**src/rtl/qct_pkg.sv**
```systemverilog
package qct_pkg;
  // Frame sequencing states
  typedef enum logic [1:0] {
    ST_IDLE  = 2'd0,
    ST_SETUP = 2'd1,
    ST_RUN   = 2'd2,
    ST_HOLD  = 2'd3
  } qct_state_e;
endpackage

```
**src/rtl/qct_shadow.sv**
```systemverilog
module qct_shadow #(
  parameter int SEL_W = 4,
  parameter int DIV_W = 4
) (
  input  logic             clk,
  input  logic             rst_n,
  input  logic             load,
  input  logic             cpol_i,
  input  logic             cpha_i,
  input  logic             dec_i,
  input  logic [SEL_W-1:0] sel_i,
  input  logic [DIV_W-1:0] div_i,
  output logic             cpol_q,
  output logic             cpha_q,
  output logic             dec_q,
  output logic [SEL_W-1:0] sel_q,
  output logic [DIV_W-1:0] div_q
);
  always_ff @(posedge clk or negedge rst_n) begin
    if (!rst_n) begin
      cpol_q <= 1'b0;
      cpha_q <= 1'b0;
      dec_q  <= 1'b0;
      sel_q  <= '0;
      div_q  <= '0;
    end else if (load) begin
      cpol_q <= cpol_i;
      cpha_q <= cpha_i;
      dec_q  <= dec_i;
      sel_q  <= sel_i;
      div_q  <= div_i;
    end
  end
endmodule

```
**src/rtl/qct_sclk.sv**
```systemverilog
module qct_sclk #(
  parameter int DIV_W = 4
) (
  input  logic             clk,
  input  logic             rst_n,
  input  logic             start,
  input  logic             tick_en,
  input  logic             cpha,
  input  logic [DIV_W-1:0] div,
  output logic             ph
);
  logic [DIV_W-1:0] cnt_q, cnt_d;
  logic             ph_q, ph_d;

  always_comb begin
    cnt_d = cnt_q;
    ph_d  = ph_q;
    if (start) begin
      // phase 1 preloads the counter so the first change comes at once
      cnt_d = cpha ? div : '0;
      ph_d  = 1'b0;
    end else if (tick_en) begin
      if (cnt_q == div) begin
        cnt_d = '0;
        ph_d  = ~ph_q;
      end else begin
        cnt_d = cnt_q + DIV_W'(1);
      end
    end else begin
      ph_d = 1'b0;
    end
  end

  always_ff @(posedge clk or negedge rst_n) begin
    if (!rst_n) begin
      cnt_q <= '0;
      ph_q  <= 1'b0;
    end else begin
      cnt_q <= cnt_d;
      ph_q  <= ph_d;
    end
  end

  assign ph = ph_q;
endmodule

```
**src/rtl/qct_cs_enc.sv**
```systemverilog
module qct_cs_enc #(
  parameter int SEL_W = 4
) (
  input  logic             active,
  input  logic             dec,
  input  logic [SEL_W-1:0] sel,
  output logic [SEL_W-1:0] pat,
  output logic [SEL_W-1:0] cs_n
);
  localparam int IDX_W = (SEL_W > 1) ? $clog2(SEL_W) : 1;

  logic [SEL_W-1:0] direct_n;

  for (genvar g = 0; g < SEL_W; g++) begin : g_line
    assign direct_n[g] = (sel[IDX_W-1:0] != IDX_W'(g));
  end

  assign pat  = dec ? sel : direct_n;
  assign cs_n = active ? pat : '1;
endmodule

```
**src/rtl/qct_fsm.sv**
```systemverilog
module qct_fsm
  import qct_pkg::*;
#(
  parameter int SEL_W = 4,
  parameter int DLY_W = 8
) (
  input  logic             clk,
  input  logic             rst_n,
  input  logic             en,
  input  logic             req,
  input  logic             ph,
  input  logic [SEL_W-1:0] pat,
  input  logic [DLY_W-1:0] d_setup,
  input  logic [DLY_W-1:0] d_hold,
  input  logic [DLY_W-1:0] d_d2d,
  input  logic [DLY_W-1:0] d_minhi,
  output qct_state_e       st,
  output logic             run_start,
  output logic             tick_en,
  output logic             ack,
  output logic             idle
);
  localparam int HW = DLY_W + 1;

  qct_state_e       st_q, st_d;
  logic [DLY_W-1:0] dcnt_q, dcnt_d;
  logic [HW-1:0]    hi_q, hi_d;
  logic [SEL_W-1:0] last_q, last_d;
  logic [DLY_W-1:0] gap_need;
  logic             gap_ok;
  logic             stop;

  // released time: the larger interval applies when the pattern changes
  always_comb begin
    gap_need = d_minhi;
    if ((pat != last_q) && (d_d2d > d_minhi)) gap_need = d_d2d;
  end

  assign gap_ok = (hi_q >= {1'b0, gap_need});
  assign stop   = !req && !ph;

  always_comb begin
    st_d      = st_q;
    dcnt_d    = dcnt_q;
    hi_d      = hi_q;
    last_d    = last_q;
    run_start = 1'b0;
    tick_en   = 1'b0;
    unique case (st_q)
      ST_IDLE: begin
        if (hi_q != '1) hi_d = hi_q + HW'(1);
        if (en && req && gap_ok) begin
          st_d   = ST_SETUP;
          dcnt_d = d_setup;
          last_d = pat;
        end
      end
      ST_SETUP: begin
        if (dcnt_q <= DLY_W'(1)) begin
          st_d      = ST_RUN;
          run_start = 1'b1;
        end else begin
          dcnt_d = dcnt_q - DLY_W'(1);
        end
      end
      ST_RUN: begin
        if (stop) begin
          st_d   = ST_HOLD;
          dcnt_d = d_hold;
        end else begin
          tick_en = 1'b1;
        end
      end
      ST_HOLD: begin
        if (dcnt_q <= DLY_W'(1)) begin
          st_d = ST_IDLE;
          hi_d = HW'(1);
        end else begin
          dcnt_d = dcnt_q - DLY_W'(1);
        end
      end
      default: st_d = ST_IDLE;
    endcase
  end

  always_ff @(posedge clk or negedge rst_n) begin
    if (!rst_n) begin
      st_q   <= ST_IDLE;
      dcnt_q <= '0;
      hi_q   <= '1;
      last_q <= '1;
    end else begin
      st_q   <= st_d;
      dcnt_q <= dcnt_d;
      hi_q   <= hi_d;
      last_q <= last_d;
    end
  end

  assign st   = st_q;
  assign ack  = (st_q == ST_RUN);
  assign idle = (st_q == ST_IDLE) && gap_ok;
endmodule

```
**src/rtl/qspi_cs_timer.sv**
```systemverilog
module qspi_cs_timer
  import qct_pkg::*;
#(
  parameter int SEL_W = 4,
  parameter int DIV_W = 4,
  parameter int DLY_W = 8
) (
  input  logic             clk,
  input  logic             rst_n,
  input  logic             cfg_en,
  input  logic             cfg_cpol,
  input  logic             cfg_cpha,
  input  logic             cfg_dec,
  input  logic [SEL_W-1:0] cfg_sel,
  input  logic [DIV_W-1:0] cfg_div,
  input  logic [DLY_W-1:0] dly_setup,
  input  logic [DLY_W-1:0] dly_hold,
  input  logic [DLY_W-1:0] dly_d2d,
  input  logic [DLY_W-1:0] dly_minhi,
  input  logic             frm_req,
  output logic             frm_ack,
  output logic             sclk,
  output logic [SEL_W-1:0] cs_n,
  output logic             idle
);
  localparam int CFG_W = 3 + SEL_W + DIV_W;

  logic             rst_s1, rst_s2;
  logic             cpol_q, cpha_q, dec_q;
  logic [SEL_W-1:0] sel_q;
  logic [DIV_W-1:0] div_q;
  logic [SEL_W-1:0] pat;
  logic [CFG_W-1:0] shadow_bus;
  qct_state_e       st;
  logic             run_start, tick_en, ph, load;

  // asynchronous assert, synchronous release
  always_ff @(posedge clk or negedge rst_n) begin
    if (!rst_n) begin
      rst_s1 <= 1'b0;
      rst_s2 <= 1'b0;
    end else begin
      rst_s1 <= 1'b1;
      rst_s2 <= rst_s1;
    end
  end

  assign load = !cfg_en && (st == ST_IDLE);

  qct_shadow #(.SEL_W(SEL_W), .DIV_W(DIV_W)) u_shadow (
    .clk(clk), .rst_n(rst_s2), .load(load),
    .cpol_i(cfg_cpol), .cpha_i(cfg_cpha), .dec_i(cfg_dec),
    .sel_i(cfg_sel), .div_i(cfg_div),
    .cpol_q(cpol_q), .cpha_q(cpha_q), .dec_q(dec_q),
    .sel_q(sel_q), .div_q(div_q)
  );

  qct_fsm #(.SEL_W(SEL_W), .DLY_W(DLY_W)) u_fsm (
    .clk(clk), .rst_n(rst_s2), .en(cfg_en), .req(frm_req), .ph(ph),
    .pat(pat), .d_setup(dly_setup), .d_hold(dly_hold),
    .d_d2d(dly_d2d), .d_minhi(dly_minhi),
    .st(st), .run_start(run_start), .tick_en(tick_en),
    .ack(frm_ack), .idle(idle)
  );

  qct_sclk #(.DIV_W(DIV_W)) u_sclk (
    .clk(clk), .rst_n(rst_s2), .start(run_start), .tick_en(tick_en),
    .cpha(cpha_q), .div(div_q), .ph(ph)
  );

  qct_cs_enc #(.SEL_W(SEL_W)) u_enc (
    .active(st != ST_IDLE), .dec(dec_q), .sel(sel_q),
    .pat(pat), .cs_n(cs_n)
  );

  assign sclk       = cpol_q ^ ph;
  assign shadow_bus = {cpol_q, cpha_q, dec_q, sel_q, div_q};
endmodule

```
**config.mk**
```make
export PLATFORM = sky130hd
export DESIGN_NAME = qspi_cs_timer
export DESIGN_NICKNAME = d
export VERILOG_FILES = /design/src/rtl/qct_pkg.sv /design/src/rtl/qct_shadow.sv /design/src/rtl/qct_sclk.sv /design/src/rtl/qct_cs_enc.sv /design/src/rtl/qct_fsm.sv /design/src/rtl/qspi_cs_timer.sv
export SDC_FILE = /design/constraint.sdc
export NUM_CORES = 1
export LEC_CHECK = 0
export BUFFER_PORTS_ARGS = -buffer_cell sky130_fd_sc_hd__buf_2
export CORE_ASPECT_RATIO = 2
export CORE_MARGIN = 2
export CORE_UTILIZATION = 60
export DETAILED_ROUTE_END_ITERATION = 8
export PLACE_DENSITY = 0.95
export SYNTH_ARGS = -nofsm -noshare
export SYNTH_HDL_FRONTEND = slang
export SYNTH_SLANG_ARGS = --single-unit
```
**constraint.sdc**
```tcl
create_clock -name clk -period 5.25 [get_ports clk]
set_input_delay 0.7875 -clock clk [delete_from_list [all_inputs] [get_ports clk]]
set_output_delay 0.7875 -clock clk [all_outputs]
set_load 0.01 [all_outputs]
```
Word level (Yosys, flattened, before mapping)
Index checks and enable logic that the tools add are counted.
{"block": "totals", "register_bits": 41, "output_inout_bits": 7, "in_bits": 47, "word_cells": 82}
{"block": "classes", "eq_ne": 16, "order_cmp": 3, "bitwise_logic": 2, "n_addsub": 3, "n_reduce_logical": 19, "mux": 26}
{"operator": "$mux W8", "n": 4}
{"operator": "$mux W4", "n": 6}
{"operator": "$pmux W8 S3", "n": 1}
{"operator": "$mux W9", "n": 2}
{"operator": "$pmux W9 S2", "n": 1}
{"operator": "$ne A2 B1 Y1 const B", "n": 6}
{"operator": "$add A9 B1 Y9 const B", "n": 1}
{"operator": "$ge A9 B8 Y1", "n": 1}
{"operator": "$ne A9 B9 Y1 const B", "n": 1}
{"operator": "$gt A8 B8 Y1", "n": 1}
{"operator": "$le A8 B1 Y1 const B", "n": 1}
{"operator": "$mux W2", "n": 4}
{"operator": "$pmux W2 S4", "n": 1}
{"operator": "$reduce_bool A2 Y1", "n": 4}
{"operator": "$sub A8 B1 Y8 const B", "n": 1}
{"operator": "$mux W1", "n": 7}
{"operator": "$logic_and A1 B1 Y1", "n": 6}
{"operator": "$ne A2 B2 Y1 const B", "n": 3}
{"operator": "$reduce_and A3 Y1", "n": 2}
{"operator": "$add A4 B1 Y4 const B", "n": 1}
{"operator": "$eq A2 B2 Y1 const B", "n": 2}
{"operator": "$eq A4 B4 Y1", "n": 1}
{"operator": "$ne A4 B4 Y1", "n": 1}
{"operator": "$reduce_and A4 Y1", "n": 1}
{"operator": "other kinds (8)", "n": 10}

Depth between registers and ports, before layout
{"block": "logic_depth", "depth_word": 9, "ltp_mapped": 16, "depth_no_buf": 14}

Hierarchy
A second synthesis with hierarchy kept.
{"block": "hier_totals", "hier_cells": 302, "area_unflattened_um2": 3031.7}
{"module": "qct_fsm", "cells_per_inst": 224, "area_per_inst_um2": 2069.5, "n_inst": 1}
{"module": "qct_shadow", "cells_per_inst": 23, "area_per_inst_um2": 447.9, "n_inst": 1}
{"module": "qct_sclk", "cells_per_inst": 34, "area_per_inst_um2": 344.1, "n_inst": 1}
{"module": "qct_cs_enc", "cells_per_inst": 15, "area_per_inst_um2": 96.3, "n_inst": 1}
{"module": "qspi_cs_timer", "cells_per_inst": 6, "area_per_inst_um2": 73.8, "n_inst": 1}

Worst setup path before layout
OpenSTA, ideal clock, no wires.
{"block": "synth_path", "kind": "input-to-output", "startpoint": "in dly_minhi[1]", "endpoint": "out idle", "t_arrival_ns": 3.180, "path_stages": 13, "required_time_ns": 4.463, "setup_slack_ns": 1.283, "cell_sequence": "inv_1 ha_1 nor2b_1 o211ai_1 a21oi_1 o31a_1 buf_2 mux2_2 ha_1 nand2b_1 a31oi_1 o311ai_0 and2_1"}
{"block": "synth_via", "elab_chain_len": 5}
{"element": "start, declared", "line": "qspi_cs_timer.sv:19", "rtl": "input logic [DLY_W-1:0] dly_minhi,"}
{"element": "$gt A8 B8 Y1", "line": "qct_fsm.sv:36", "rtl": "if ((pat != last_q) && (d_d2d > d_minhi)) gap_need = d_d2d;"}
{"element": "$logic_and A1 B1 Y1", "line": "qct_fsm.sv:36"}
{"element": "$mux W8 *", "line": "qct_fsm.sv:36"}
{"element": "$ge A9 B8 Y1 *", "line": "qct_fsm.sv:39", "rtl": "assign gap_ok = (hi_q >= {1'b0, gap_need});"}
{"element": "$logic_and A1 B1 Y1 *", "line": "qct_fsm.sv:102", "rtl": "assign idle = (st_q == ST_IDLE) && gap_ok;"}
{"element": "end, declared", "line": "qspi_cs_timer.sv:24", "rtl": "output logic idle"}
Every way passes the cells marked *; elsewhere a longest branch is shown, timed or not.

Worst setup path in the final report
{"block": "layout_path", "startpoint": "reg u_shadow.sel_q[0]", "endpoint": "out idle"}
{"block": "layout_via", "elab_chain_len": 7, "elab_cells_between_ends": 10}
{"element": "start, declared", "line": "qct_shadow.sv:16", "rtl": "output logic [SEL_W-1:0] sel_q,"}
{"element": "start signal, assigned", "line": "qct_shadow.sv:30", "rtl": "sel_q <= sel_i;"}
{"element": "$ne A2 B1 Y1 (tied with other cells)", "line": "qct_cs_enc.sv:15", "rtl": "assign direct_n[g] = (sel[IDX_W-1:0] != IDX_W'(g));"}
{"element": "$mux W4 *", "line": "qct_cs_enc.sv:18", "rtl": "assign pat = dec ? sel : direct_n;"}
{"element": "$ne A4 B4 Y1 *", "line": "qct_fsm.sv:36"}
{"element": "$logic_and A1 B1 Y1 *", "line": "qct_fsm.sv:36"}
{"element": "$mux W8 *", "line": "qct_fsm.sv:36"}
{"element": "$ge A9 B8 Y1 *", "line": "qct_fsm.sv:39"}
{"element": "$logic_and A1 B1 Y1 *", "line": "qct_fsm.sv:102"}
Marked as above.

==> results.cfg <==
[die]
dieArea_mm2 = 0.00519
ios = 54
start_util_pct = 63.0
die_x_um = 52.0
num_rows = 34
core_region_area_mm2 = 0.00438
die_h_um = 99.9

[power]
ir_worst_vdd_mv = 0.409
p_per_area_mw_per_mm2 = 610
p_total_w = 0.00195
leakagePower_nw = 1.52

[timing]
fin_worst_skew_ps = 14.7
max-slew-margin-rel_pct = 35.7
setup_viol = 0
fmax_ghz = 0.207
hold_viol_final = 0
hold_slack_ps = 261
min_period_over_period_pct = 92.1
min_period_ps = 4830
finalSetupTns_ps = 0
report.final.slew_viol_count = 0
rsz0062_at_grt = no
worst_slack_ps = 417
worstMarginPinSlew_ps = 961

[worst_setup_path]
critPathArrivalTime_ps = 4050
r2r_cells = 14
critPathSlowestCell = o311ai_0
worst_setup_path_end_kind = output port
path_max_fanout = 8
cp.required_ps = 4460
crit_type = reg2out
reg2reg_to = u_fsm.dcnt_q[6]$_DFFE_PN0P_
path_cells = or3b_2, o21ai_0, xor2_1, a31oi_1, o31a_1, mux2_2, ha_1, nand2b_1, a31oi_1, o311ai_0, and2_1, buf_2
r2r_start = u_shadow.sel_q[0]$_DFFE_PN0P_
start_kind = flop
r2r_slack_ps = 760
cpMostUsedCell = a31oi_1
critPathMaxStageDelay_ps = 650

[routing]
ant_nets = 0
drt-wirelength-per-cell_um = 15.7
drt_first_pass_iters = 5
drc_errors = 0
vias = 2410
wl_um = 6230
drt-initial-drc-count = 52
routed_via_density = 6.07

[placement]
dp_hpwl_um = 4790
place_ws_ps = 684
port-buffer-count = 53
place.gp.congestion = 0.862

[clock_network]
clk_latency_ps = 310
ctsResizeCount = 0
hold_buffers = 0
cts.clk_slew.worst_paths_ps = 90
cts_tree = done
cts_max_level = 2
cts_root_buf = clkbuf_8
cts_sinks = 41
cts_setup_buffers = 0
cts_inserted_buffers = 5
clockBufferDepth = 2

[finish]
most-common-layout-cells = buf_2, dfrtp_1, ha_1
num_antenna_cells = 0
final_common_cell = buf_2
fill_cells = 318
final_nets = 414
final_layout_size_suffix_gt1_share_pct = 29.7
area_growth_pct = 15.9

[logic_synthesis]
synth.distinct_cells = 49
ys_warn_count = 0
synth-async-reset-ratio_pct = 100
yosysTopAreaCell = dfrtp_1
ys_ff_latch = 41
synthTopCellsByArea = dfrtp_1, dfstp_2, ha_1
synth_area_mm2 = 0.00276
synth_flop_cell = dfrtp_1
synth_top_area_share_pct = 25.4
avgSynthCellArea_um2 = 9.51
synth_edf_count = 0
synthCells = 290
syn_nets = 362
synth-seq-area-share_pct = 37.8

[global_routing]
grt_pass1_vias = 2511
gr-usage-all-layers_pct = 26.2
grt_max_degree = 22
grt_overflow = 0
grt_pass1_wl_um = 10400
antenna_found_initial = 0

[run_status]
status = complete, no violations

[min_path]
hold_path.class = in2async

[flow_run]
cap_violations = 0
[cell usage after synthesis, types with 3 or more instances]
library cell / n
nor4_1: 3
o21ai_0: 24
nor3_1: 7
ha_1: 25
nor2_1: 18
a211oi_1: 4
xnor2_1: 8
dfstp_2: 13
mux2i_1: 7
inv_1: 22
mux2_2: 13
nand4_1: 5
dfrtp_1: 28
clkbuf_1: 7
a21o_1: 4
nand2_1: 16
a22oi_1: 9
a21oi_1: 17
xor2_1: 10
a31oi_1: 3
nand3_1: 8
[per-stage QoR]
stage / cell area [µm²] / instances / utilization, %
after floorplan: 2760 / 290 / -
after global placement: 3060 / 389 / 69.8
after detailed placement: 3060 / 389 / 69.8
after CTS: 3200 / 397 / 73.0
after global routing: 3200 / 397 / 73.0
final: 3200 / 397 / 73.0
[power breakdown]
group          internal, W  leakage, nW  switching [W]
combinational     0.000440        0.972       0.000529
clock             0.000191       0.0687       0.000117
sequential        0.000501        0.479       0.000171
[flip-flops by register name, summed over array words and instances, names as in the netlist, 2 cells and up]
| register | cells |
|---|---|
| u_fsm.hi_q | 9 |
| u_fsm.last_q | 4 |
| u_shadow.div_q | 4 |
| u_fsm.dcnt_q | 8 |
| u_fsm.st | 2 |
| u_sclk.cnt_q | 4 |
| u_shadow.sel_q | 4 |
[layout make-up]
cell class / instances / area (µm²) / share of cell area (%)
well taps: 54 / 67.6 / 2.11
repair buffers: 55 / 280 / 8.77
flip-flops and latches: 41 / 1040 / 32.6
clock inverters: 3 / 68.8 / 2.15
clock buffers: 5 / 68.8 / 2.15
multi-input cells: 217 / 1590 / 49.6
inverters: 22 / 82.6 / 2.58
[layer usage]
layer  vias up  wire, µm  track usage [%]
li1       1150         -                -
met1      1165      2240             26.2
met2        71      3500             48.3
met3        24       296             4.61
met4         0       192             14.6
met5         -         0                0
[critical path: cells and delay by family (launching register included)]
kind | cells | cell delay [ps]
compound gates | 5 | 1540
xor+xnor | 1 | 130
fa+ha+maj | 1 | 270
buf+inv | 1 | 120
flops | 1 | 470
mux | 1 | 400
simple gates | 3 | 790
[how the worst max path moves through the flow]
stage	startpoint	end	slack, ps	cells past startpoint
4_1_cts	u_shadow.sel_q[1]$_DFFE_PN0P_	idle	440	12
5_1_grt	u_shadow.sel_q[0]$_DFFE_PN0P_	idle	100	12
2_1_floorplan	dly_minhi[1]	idle	1280	13
3_5_place_dp	dly_d2d[5]	idle	680	13
3_3_place_gp	dly_d2d[5]	idle	760	13
6_report	u_shadow.sel_q[0]$_DFFE_PN0P_	idle	420	12
[logic make-up (layout without fill, tap and decap cells)]
family | after synthesis | count (layout) | synth area share, %
buffers and inverters | 32 | 85 | 4.72
adder cells (fa/ha/maj) | 25 | 25 | 11.3
flip-flops | 41 | 41 | 37.8
AO/OA/AOI/OAI | 78 | 78 | 18.1
XOR/XNOR | 18 | 18 | 5.71
multiplexers | 20 | 20 | 7.85
AND/OR/NAND/NOR | 75 | 75 | 14.4
other | 1 | 1 | 0.136
Note: power is estimated with default switching activity, not from simulation.
